--- src/rtl/sreg_pkg.sv ---
package sreg_pkg;

    typedef enum logic [1:0] {
        ST_IDLE  = 2'd0,
        ST_ADDR  = 2'd1,
        ST_WDATA = 2'd2,
        ST_RDATA = 2'd3
    } sreg_state_e;

endpackage

--- src/rtl/sreg_sync.sv ---
module sreg_sync #(
    parameter int          W       = 3,
    parameter int          STAGES  = 2,
    parameter logic [W-1:0] RST_VAL = '0
) (
    input  logic         clk,
    input  logic         rst_n,
    input  logic [W-1:0] d_i,
    output logic [W-1:0] q_o
);

    logic [W-1:0] pipe [STAGES];

    always_ff @(posedge clk or negedge rst_n) begin
        if (!rst_n) begin
            for (int i = 0; i < STAGES; i++) begin
                pipe[i] <= RST_VAL;
            end
        end else begin
            pipe[0] <= d_i;
            for (int i = 1; i < STAGES; i++) begin
                pipe[i] <= pipe[i-1];
            end
        end
    end

    assign q_o = pipe[STAGES-1];

endmodule

--- src/rtl/sreg_bank.sv ---
module sreg_bank #(
    parameter int ADDR_W = 7,
    parameter int DATA_W = 8
) (
    input  logic              clk,
    input  logic              rst_n,
    input  logic              we_i,
    input  logic [ADDR_W-1:0] waddr_i,
    input  logic [DATA_W-1:0] wdata_i,
    input  logic [ADDR_W-1:0] raddr_i,
    output logic [DATA_W-1:0] rdata_o
);

    localparam int DEPTH = 1 << ADDR_W;

    logic [DATA_W-1:0] mem [DEPTH];

    always_ff @(posedge clk or negedge rst_n) begin
        if (!rst_n) begin
            for (int i = 0; i < DEPTH; i++) begin
                mem[i] <= '0;
            end
        end else if (we_i) begin
            mem[waddr_i] <= wdata_i;
        end
    end

    assign rdata_o = mem[raddr_i];

endmodule

--- src/rtl/sreg_fsm.sv ---
module sreg_fsm
    import sreg_pkg::*;
#(
    parameter int ADDR_W = 7,
    parameter int DATA_W = 8
) (
    input  logic              clk,
    input  logic              rst_n,
    input  logic              sel_i,
    input  logic              sclk_i,
    input  logic              sdi_i,
    input  logic [DATA_W-1:0] rd_data_i,
    output logic [ADDR_W-1:0] rd_addr_o,
    output logic              wr_en_o,
    output logic [ADDR_W-1:0] wr_addr_o,
    output logic [DATA_W-1:0] wr_data_o,
    output logic              sdo_o,
    output logic              sdo_oe_o,
    output logic              rise_o,
    output logic              fall_o
);

    localparam int FRAME = ADDR_W + 1 + DATA_W;
    localparam int CNT_W = $clog2(FRAME);
    localparam logic [CNT_W-1:0] DIR_CNT  = CNT_W'(ADDR_W);
    localparam logic [CNT_W-1:0] LAST_CNT = CNT_W'(FRAME - 1);

    sreg_state_e       state, state_d;
    logic [CNT_W-1:0]  cnt;
    logic              sclk_q;
    logic              rise, fall;
    logic [ADDR_W-1:0] addr_sh;
    logic [DATA_W-1:0] wdat_sh;
    logic [DATA_W-1:0] rdat_sh;
    logic              drive_q;
    logic              sdo_q;
    logic              wr_en_q;
    logic [ADDR_W-1:0] wr_addr_q;
    logic [DATA_W-1:0] wr_data_q;

    // Edge detection in the system domain, gated by select.
    always_ff @(posedge clk or negedge rst_n) begin
        if (!rst_n) sclk_q <= 1'b0;
        else        sclk_q <= sclk_i;
    end

    assign rise = sel_i &&  sclk_i && !sclk_q;
    assign fall = sel_i && !sclk_i &&  sclk_q;

    // Next-state logic.
    always_comb begin
        state_d = state;
        unique case (state)
            ST_IDLE: begin
                if (sel_i) state_d = ST_ADDR;
            end
            ST_ADDR: begin
                if (!sel_i)                      state_d = ST_IDLE;
                else if (rise && cnt == DIR_CNT) state_d = sdi_i ? ST_RDATA : ST_WDATA;
            end
            ST_WDATA, ST_RDATA: begin
                if (!sel_i)                       state_d = ST_IDLE;
                else if (rise && cnt == LAST_CNT) state_d = ST_ADDR;
            end
            default: state_d = ST_IDLE;
        endcase
    end

    // State register.
    always_ff @(posedge clk or negedge rst_n) begin
        if (!rst_n) state <= ST_IDLE;
        else        state <= state_d;
    end

    // Bit counter and shift registers.
    always_ff @(posedge clk or negedge rst_n) begin
        if (!rst_n) begin
            cnt     <= '0;
            addr_sh <= '0;
            wdat_sh <= '0;
            rdat_sh <= '0;
        end else if (!sel_i) begin
            cnt <= '0;
        end else begin
            if (rise) begin
                cnt <= (cnt == LAST_CNT) ? '0 : cnt + 1'b1;
                if (state == ST_ADDR && cnt < DIR_CNT) begin
                    addr_sh <= {sdi_i, addr_sh[ADDR_W-1:1]};
                end
                if (state == ST_ADDR && cnt == DIR_CNT && sdi_i) begin
                    rdat_sh <= rd_data_i;
                end
                if (state == ST_WDATA) begin
                    wdat_sh <= {sdi_i, wdat_sh[DATA_W-1:1]};
                end
            end
            if (fall && state == ST_RDATA) begin
                rdat_sh <= rdat_sh >> 1;
            end
        end
    end

    // Output process: commit strobe, read data and pad enable.
    always_ff @(posedge clk or negedge rst_n) begin
        if (!rst_n) begin
            wr_en_q   <= 1'b0;
            wr_addr_q <= '0;
            wr_data_q <= '0;
            drive_q   <= 1'b0;
            sdo_q     <= 1'b0;
        end else begin
            wr_en_q <= 1'b0;
            if (state == ST_WDATA && rise && cnt == LAST_CNT) begin
                wr_en_q   <= 1'b1;
                wr_addr_q <= addr_sh;
                wr_data_q <= {sdi_i, wdat_sh[DATA_W-1:1]};
            end
            if (state_d != ST_RDATA) begin
                drive_q <= 1'b0;
            end else if (fall) begin
                drive_q <= 1'b1;
                sdo_q   <= rdat_sh[0];
            end
        end
    end

    assign rd_addr_o = addr_sh;
    assign wr_en_o   = wr_en_q;
    assign wr_addr_o = wr_addr_q;
    assign wr_data_o = wr_data_q;
    assign sdo_o     = sdo_q;
    assign sdo_oe_o  = drive_q;
    assign rise_o    = rise;
    assign fall_o    = fall;

endmodule

--- src/rtl/sreg_slave.sv ---
module sreg_slave #(
    parameter int ADDR_W      = 7,
    parameter int DATA_W      = 8,
    parameter int SYNC_STAGES = 2
) (
    input  logic clk,
    input  logic rst_n,
    input  logic cs_n,
    input  logic sclk,
    input  logic sdi,
    output logic sdo,
    output logic sdo_oe
);

    logic [2:0]        pins_s;
    logic              sel;
    logic              sclk_rise, sclk_fall;
    logic              wr_en;
    logic [ADDR_W-1:0] wr_addr, rd_addr;
    logic [DATA_W-1:0] wr_data, rd_data;

    sreg_sync #(
        .W       (3),
        .STAGES  (SYNC_STAGES),
        .RST_VAL (3'b100)
    ) u_sync (
        .clk   (clk),
        .rst_n (rst_n),
        .d_i   ({cs_n, sclk, sdi}),
        .q_o   (pins_s)
    );

    assign sel = ~pins_s[2];

    sreg_fsm #(
        .ADDR_W (ADDR_W),
        .DATA_W (DATA_W)
    ) u_fsm (
        .clk       (clk),
        .rst_n     (rst_n),
        .sel_i     (sel),
        .sclk_i    (pins_s[1]),
        .sdi_i     (pins_s[0]),
        .rd_data_i (rd_data),
        .rd_addr_o (rd_addr),
        .wr_en_o   (wr_en),
        .wr_addr_o (wr_addr),
        .wr_data_o (wr_data),
        .sdo_o     (sdo),
        .sdo_oe_o  (sdo_oe),
        .rise_o    (sclk_rise),
        .fall_o    (sclk_fall)
    );

    sreg_bank #(
        .ADDR_W (ADDR_W),
        .DATA_W (DATA_W)
    ) u_bank (
        .clk     (clk),
        .rst_n   (rst_n),
        .we_i    (wr_en),
        .waddr_i (wr_addr),
        .wdata_i (wr_data),
        .raddr_i (rd_addr),
        .rdata_o (rd_data)
    );

endmodule

--- config.mk ---
export PLATFORM = sky130hd
export DESIGN_NAME = sreg_slave
export DESIGN_NICKNAME = d
export VERILOG_FILES = /design/src/rtl/sreg_pkg.sv /design/src/rtl/sreg_sync.sv /design/src/rtl/sreg_bank.sv /design/src/rtl/sreg_fsm.sv /design/src/rtl/sreg_slave.sv
export SDC_FILE = /design/constraint.sdc
export NUM_CORES = 1
export LEC_CHECK = 0
export BUFFER_PORTS_ARGS = -buffer_cell sky130_fd_sc_hd__buf_2
export CORE_MARGIN = 10
export CORE_UTILIZATION = 25
export DETAILED_ROUTE_END_ITERATION = 8
export GPL_ROUTABILITY_DRIVEN = 0
export SLEW_MARGIN = 20
export SYNTH_ARGS = -nofsm -noshare
export SYNTH_HDL_FRONTEND = slang
export SYNTH_SLANG_ARGS = --single-unit
--- constraint.sdc ---
create_clock -name clk -period 2.4 [get_ports clk]
set_input_delay 0.24 -clock clk [delete_from_list [all_inputs] [get_ports clk]]
set_output_delay 0.24 -clock clk [all_outputs]
set_load 0.05 [all_outputs]
* Word level (Yosys, flattened, before mapping) *
Index checks and enable logic that the tools add are counted.

storage, ports and cells
  memory bits (writable) = 0
  bits in registers = 1078
  ROM bits = 0
  latch bits = 0
  memories kept = 0
  logic and storage cells = 203
  input port bits = 5

operators by class
  div/mod/pow operators = 0
  multiplexer cells = 22
  order comparisons = 4
  $add $sub $neg = 1
  reductions and logical operators = 25
  eq/ne operators = 6
  multipliers = 0
  shifts and indexed selects = 0
  bitwise gates (word level) = 4

operator list
  cell                   count
  $bwmux W1024           1
  $bmux W8 S7            1
  $demux W8 S7           1
  $mux W8                6
  $ge A8 B8 Y1 const B   2
  $not A7 Y8             2
  $logic_and A1 B1 Y1    13
  $mux W4                3
  $mux W2                5
  $reduce_and A3 Y1      3
  $lt A8 B1 Y1 const B   1
  $reduce_bool A2 Y1     4
  $pmux W2 S3            1
  $add A4 B1 Y4 const B  1
  $eq A2 B2 Y1 const B   2
  $eq A4 B3 Y1 const B   1
  $eq A4 B4 Y1 const B   1
  $lt A4 B3 Y1 const B   1
  $mux W1                4
  $eq A2 B1 Y1 const B   1
  $logic_not A1 Y1       2
  $logic_not A2 Y1       1
  $ne A2 B2 Y1 const B   1
  $not A1 Y1             2
  2 further kinds        2

* Logic depth before layout (Yosys ltp) *
  depth in word-level cells = 10
  depth in mapped cells = 12
  mapped depth without buffers = 7

* Cells and area by module *
A second synthesis with hierarchy kept.

second synthesis, totals
  cells, all modules = 2928
  area, all modules = 48621.6 um^2

modules (own cells, without submodules)
  module      seq. area each (um^2)  cells each  instances  area an instance (um^2)
  sreg_bank   25624.6                2779        1          46443.3
  sreg_fsm    1176.1                 139         1          1999.4
  sreg_sync   152.6                  9           1          175.2
  sreg_slave  0.0                    1           1          3.8

* Worst setup path after synthesis *
OpenSTA, ideal clock, no wires.

  path kind = flip-flop to flip-flop
  from = register u_fsm.addr_sh[0], in the netlist u_fsm.rd_addr_o[0]
  to = register u_fsm.rdat_sh[7]
  required time = 2274 ps
  cell stages (with the launch flop) = 10
  slack = -36 ps
  library setup time = 126 ps
  buffers on the path = 3
  period minus slack after synthesis = 2436 ps
  arrival = 2309 ps
  cells stage by stage = dfrtp_1 buf_6 buf_2 buf_2 mux4_2 a22oi_1 a21oi_1 nor4_1 nor3_1 a311o_1

on the way
  longest elaborated chain between the ends = 7

ends and longest elaborated chain
  item                                         RTL line         text
  start, declared                              sreg_fsm.sv:32   logic [ADDR_W-1:0] addr_sh;
  start signal, assigned                       sreg_fsm.sv:88   addr_sh <= {sdi_i, addr_sh[ADDR_W-1:1]};
  $not A7 Y8 (not written as such)             sreg_bank.sv:28  assign rdata_o = mem[raddr_i];
  $bmux W8 S7                                  sreg_bank.sv:28
  $mux W8 (not written as such) (2 in series)  sreg_bank.sv:28
  $mux W8                                      sreg_fsm.sv:90   if (state == ST_ADDR && cnt == DIR_CNT && sdi_i) begin
  $mux W8                                      sreg_fsm.sv:85   if (rise) begin
  $mux W8                                      sreg_fsm.sv:97   if (fall && state == ST_RDATA) begin
  end signal, assigned                         sreg_fsm.sv:91   rdat_sh <= rd_data_i;
  end signal, assigned                         sreg_fsm.sv:98   rdat_sh <= rdat_sh >> 1;
  end, declared                                sreg_fsm.sv:34   logic [DATA_W-1:0] rdat_sh;

Every way passes these cells. The select of a mux whose other input is x is not followed.
A chain may end at the register's enable or synchronous reset.

* Final worst setup path *
  from = register u_fsm.addr_sh[0], in the netlist u_fsm.rd_addr_o[0]
  to = register u_fsm.rdat_sh[1]

The elaborated chain is that of the path after synthesis.

==> impl_metrics.toml <==
[die]
core_region_area_mm2 = 0.195
die_x_um = 463
initial_core_util = 0.251
die_y_um = 463
ios = 7
rows = 162
die_area_mm2 = 0.214

[clocking]
cts_tree = "done"
cts-buffers-inserted = 112
cts_num_sinks = 1077
insertion_delay_ps = 730
root_buffer = "clkbuf_16"
htree_levels = 3
clkTransAtPathRegs_ps = 60
clockBufferDepth = 3

[global_routing]
overflow = 0
grt_pass1_vias = 30685
grt_max_degree = 130
grt_pass1_wl_mm = 201
antenna_found_initial = 1
groute.usage.overall = 0.119

[synth]
ys_seq_elements = 1077
synthCells = 3194
syn-num-nets = 3200
synth_async_sr_flop_share = 1.00
synth_flop_cell = "dfrtp_1"
synth_edf_count = 0
ys_seq_area_frac = 0.550
postSynthAreaPerCell_um2 = 15.3
yosys_warnings = 0
syn_area_mm2 = 0.0490
synth.distinct_cells = 52

[route]
remaining_drc_errors = 0
postRouteAntennaNets = 0
drtIter0Drc = 1825
num_vias = 29126
viasPerCell = 4.74
drtPass1Iterations = 5
wl_per_cell_um = 21.4
wl_mm = 132

[finish]
stdcell_area_mm2 = 0.0590
synthToLayoutAreaGrowth_pct = 20.4
utilization = 0.303
layout-drive-gt1-share = 0.545
nets = 3446

[critical_path]
rrSetupSlack_ps = -440
cp.required_ps = 2990
crit_arrival_ps = 3430
crit_end = "u_fsm.rdat_sh[1]"
reg2reg_to = "u_fsm.rdat_sh[1]"
r2r_cells = 9
start_kind = "flip-flop"
startpoint = "u_fsm.rd_addr_o[0]"
regToRegStartpoint = "u_fsm.rd_addr_o[0]"
worstSetupPathType = "flip-flop to flip-flop"
cp_max_fo = 5
cp-end-kind = "flip-flop"

[sta]
hold-worst-slack_ps = 76.1
slew_violations = 0
hold_violations = 0
rsz0062_at_grt = "true"
post-route-period-util = 1.18
slew_headroom = 0.437
setup_violations = 8
fin_skew_ps = 32.2
worst_slack_ps = -437
worstMarginPinSlew_ps = 844
fmax_mhz = 352
period_needed_ps = 2840

[outcome]
violations = "setup timing"
outcome = "finished, violations left"

[place]
portBuffers = 6
dpl_cell_area_mm2 = 0.0545
hpwl_mm = 88.8

[pwr]
power.leakage_nw = 27.1
ir_worst_vdd_v = 0.000567
power_density_mw_per_mm2 = 674

[worst_hold_path]
holdCritPathClass = "input pin to async pin"

[job]
drv_cap = 0
==> cell usage in the layout, fill, tap and decap left out, types with 8 or more instances in the layout <==
| master | Yosys | routed |
|---|---|---|
| a211oi_1 | 12 | 10 |
| a21oi_1 | 32 | 27 |
| a22oi_1 | 52 | 46 |
| and2_1 | 7 | 8 |
| and3_1 | 9 | 9 |
| buf_12 | 0 | 59 |
| buf_4 | 9 | 285 |
| clkbuf_1 | 167 | 23 |
| clkbuf_16 | 0 | 118 |
| clkbuf_8 | 0 | 30 |
| clkinv_2 | 0 | 15 |
| clkinvlp_4 | 0 | 9 |
| dfrtp_1 | 1075 | 1061 |
| dfrtp_4 | 0 | 12 |
| mux2_2 | 1052 | 1049 |
| mux2i_1 | 67 | 65 |
| mux4_2 | 256 | 256 |
| nand2_1 | 161 | 155 |
| nand2b_1 | 12 | 11 |
| nand3_1 | 31 | 30 |
| nand4_1 | 9 | 9 |
| nor2_1 | 63 | 58 |
| nor2b_1 | 26 | 23 |
| nor3_2 | 4 | 10 |
==> layout make-up <==
class                      count  area [um2]
fill                       19309      136000
sequential                  1077       27000
multi-input combinational   1876       21200
timing repair buffer         372        3820
clock buffer                 168        3380
tap                         2624        3280
clock inverter                32         309
inverter                       1        3.75
antenna                        1        2.50
==> report_power, final <==
group	switching, mW	leakage (nW)	total (mW)	internal, mW
clock	7.42	1.80	17.5	10.1
combinational	2.31	10.3	3.89	1.58
sequential	0.163	15.0	18.4	18.2
==> repair_timing <==
action | 4_1_cts | 5_1_grt
buffers inserted | 3 | 18
resized for setup | 33 | 36
endpoints found under the setup margin | 183 | 146
cloned | 5 | 3
hold endpoints to repair | 370 | 0
hold buffers | 4 | 0
pin swaps | 3 | 12
==> worst min path at each step <==
stage / from / to / slack, ps / cells after the start
floorplan: rst_n / u_bank.mem[0] / -60 / 0
global placement: rst_n / u_bank.mem[34] / 250 / 1
detailed placement: rst_n / u_bank.mem[50] / 250 / 1
CTS: rst_n / u_bank.mem[42] / 80 / 2
global route: rst_n / u_bank.mem[50] / 80 / 2
finish: rst_n / u_bank.mem[50] / 80 / 2
==> metal layers <==
metal | up-vias | share of wire | GRT usage
li1 | 12408 | - | -
met1 | 15941 | 0.46 | 0.167
met2 | 550 | 0.47 | 0.192
met3 | 225 | 0.039 | 0.0189
met4 | 2 | 0.027 | 0.0304
met5 | - | 0.000099 | 0
==> worst max-delay path, stage by stage (launching register included) <==
cell and delay [ps]:
dfrtp_4 520, buf_6 150, clkbuf_16 170, bufbuf_16 270, mux4_2 420, mux4_2 520
nand2_2 110, o21ai_1 80, o311ai_1 290, a41oi_1 170
==> synth_stat cells (all sizes together), types with 9 or more instances <==
library cell  number  share of area
a211oi            12         0.0018
a21oi             32         0.0033
a22oi             52         0.0080
and3               9         0.0011
buf               73         0.0088
clkbuf           167          0.013
dfrtp           1075           0.55
mux2            1052           0.24
mux2i             67          0.014
mux4             256           0.12
nand2            161          0.012
nand2b            12         0.0015
nand3             31         0.0032
nand4              9         0.0011
nor2              63         0.0048
nor2b             26         0.0033
nor3              15         0.0019
==> registers in the layout, indices dropped and copies added, names as in the netlist <==
signal / flops
u_fsm.state: 2
u_fsm.rd_addr_o: 7
u_fsm.wr_en_o: 1
u_fsm.cnt: 4
u_sync.q_o: 3
u_fsm.wr_addr_o: 7
u_fsm.wr_data_o: 8
u_fsm.rdat_sh: 8
u_fsm.wdat_sh: 7
u_sync.pipe: 3
u_fsm.sclk_q: 1
u_fsm.sdo_oe_o: 1
u_bank.mem: 1024
u_fsm.sdo_o: 1
==> stage by stage <==
stage	instances	setup WS, ps	setup TNS, ps	power (mW)
after floorplan	3194	12.5	0	20.3
after global placement	5917	-672	-8240	22.4
after detailed placement	5917	-581	-8230	22.4
after CTS	6129	-393	-2950	40.1
after global routing	6150	-501	-3710	41.2
final	6151	-437	-3280	39.8
==> cells by family (layout without fill, tap and decap cells) <==
kind of cell,Yosys count,in the layout,synth area share
AOI/OAI and AO/OA,139,139,0.0195
other,0,1,0
and+or+nand+nor,360,360,0.0345
buffers and inverters,241,573,0.0216
DFF,1077,1077,0.550
xor gates and xnor gates,1,1,0.000179
muxes,1375,1375,0.373
adders and majority gates,1,1,0.000255
(Power assumes the default switching activity.)
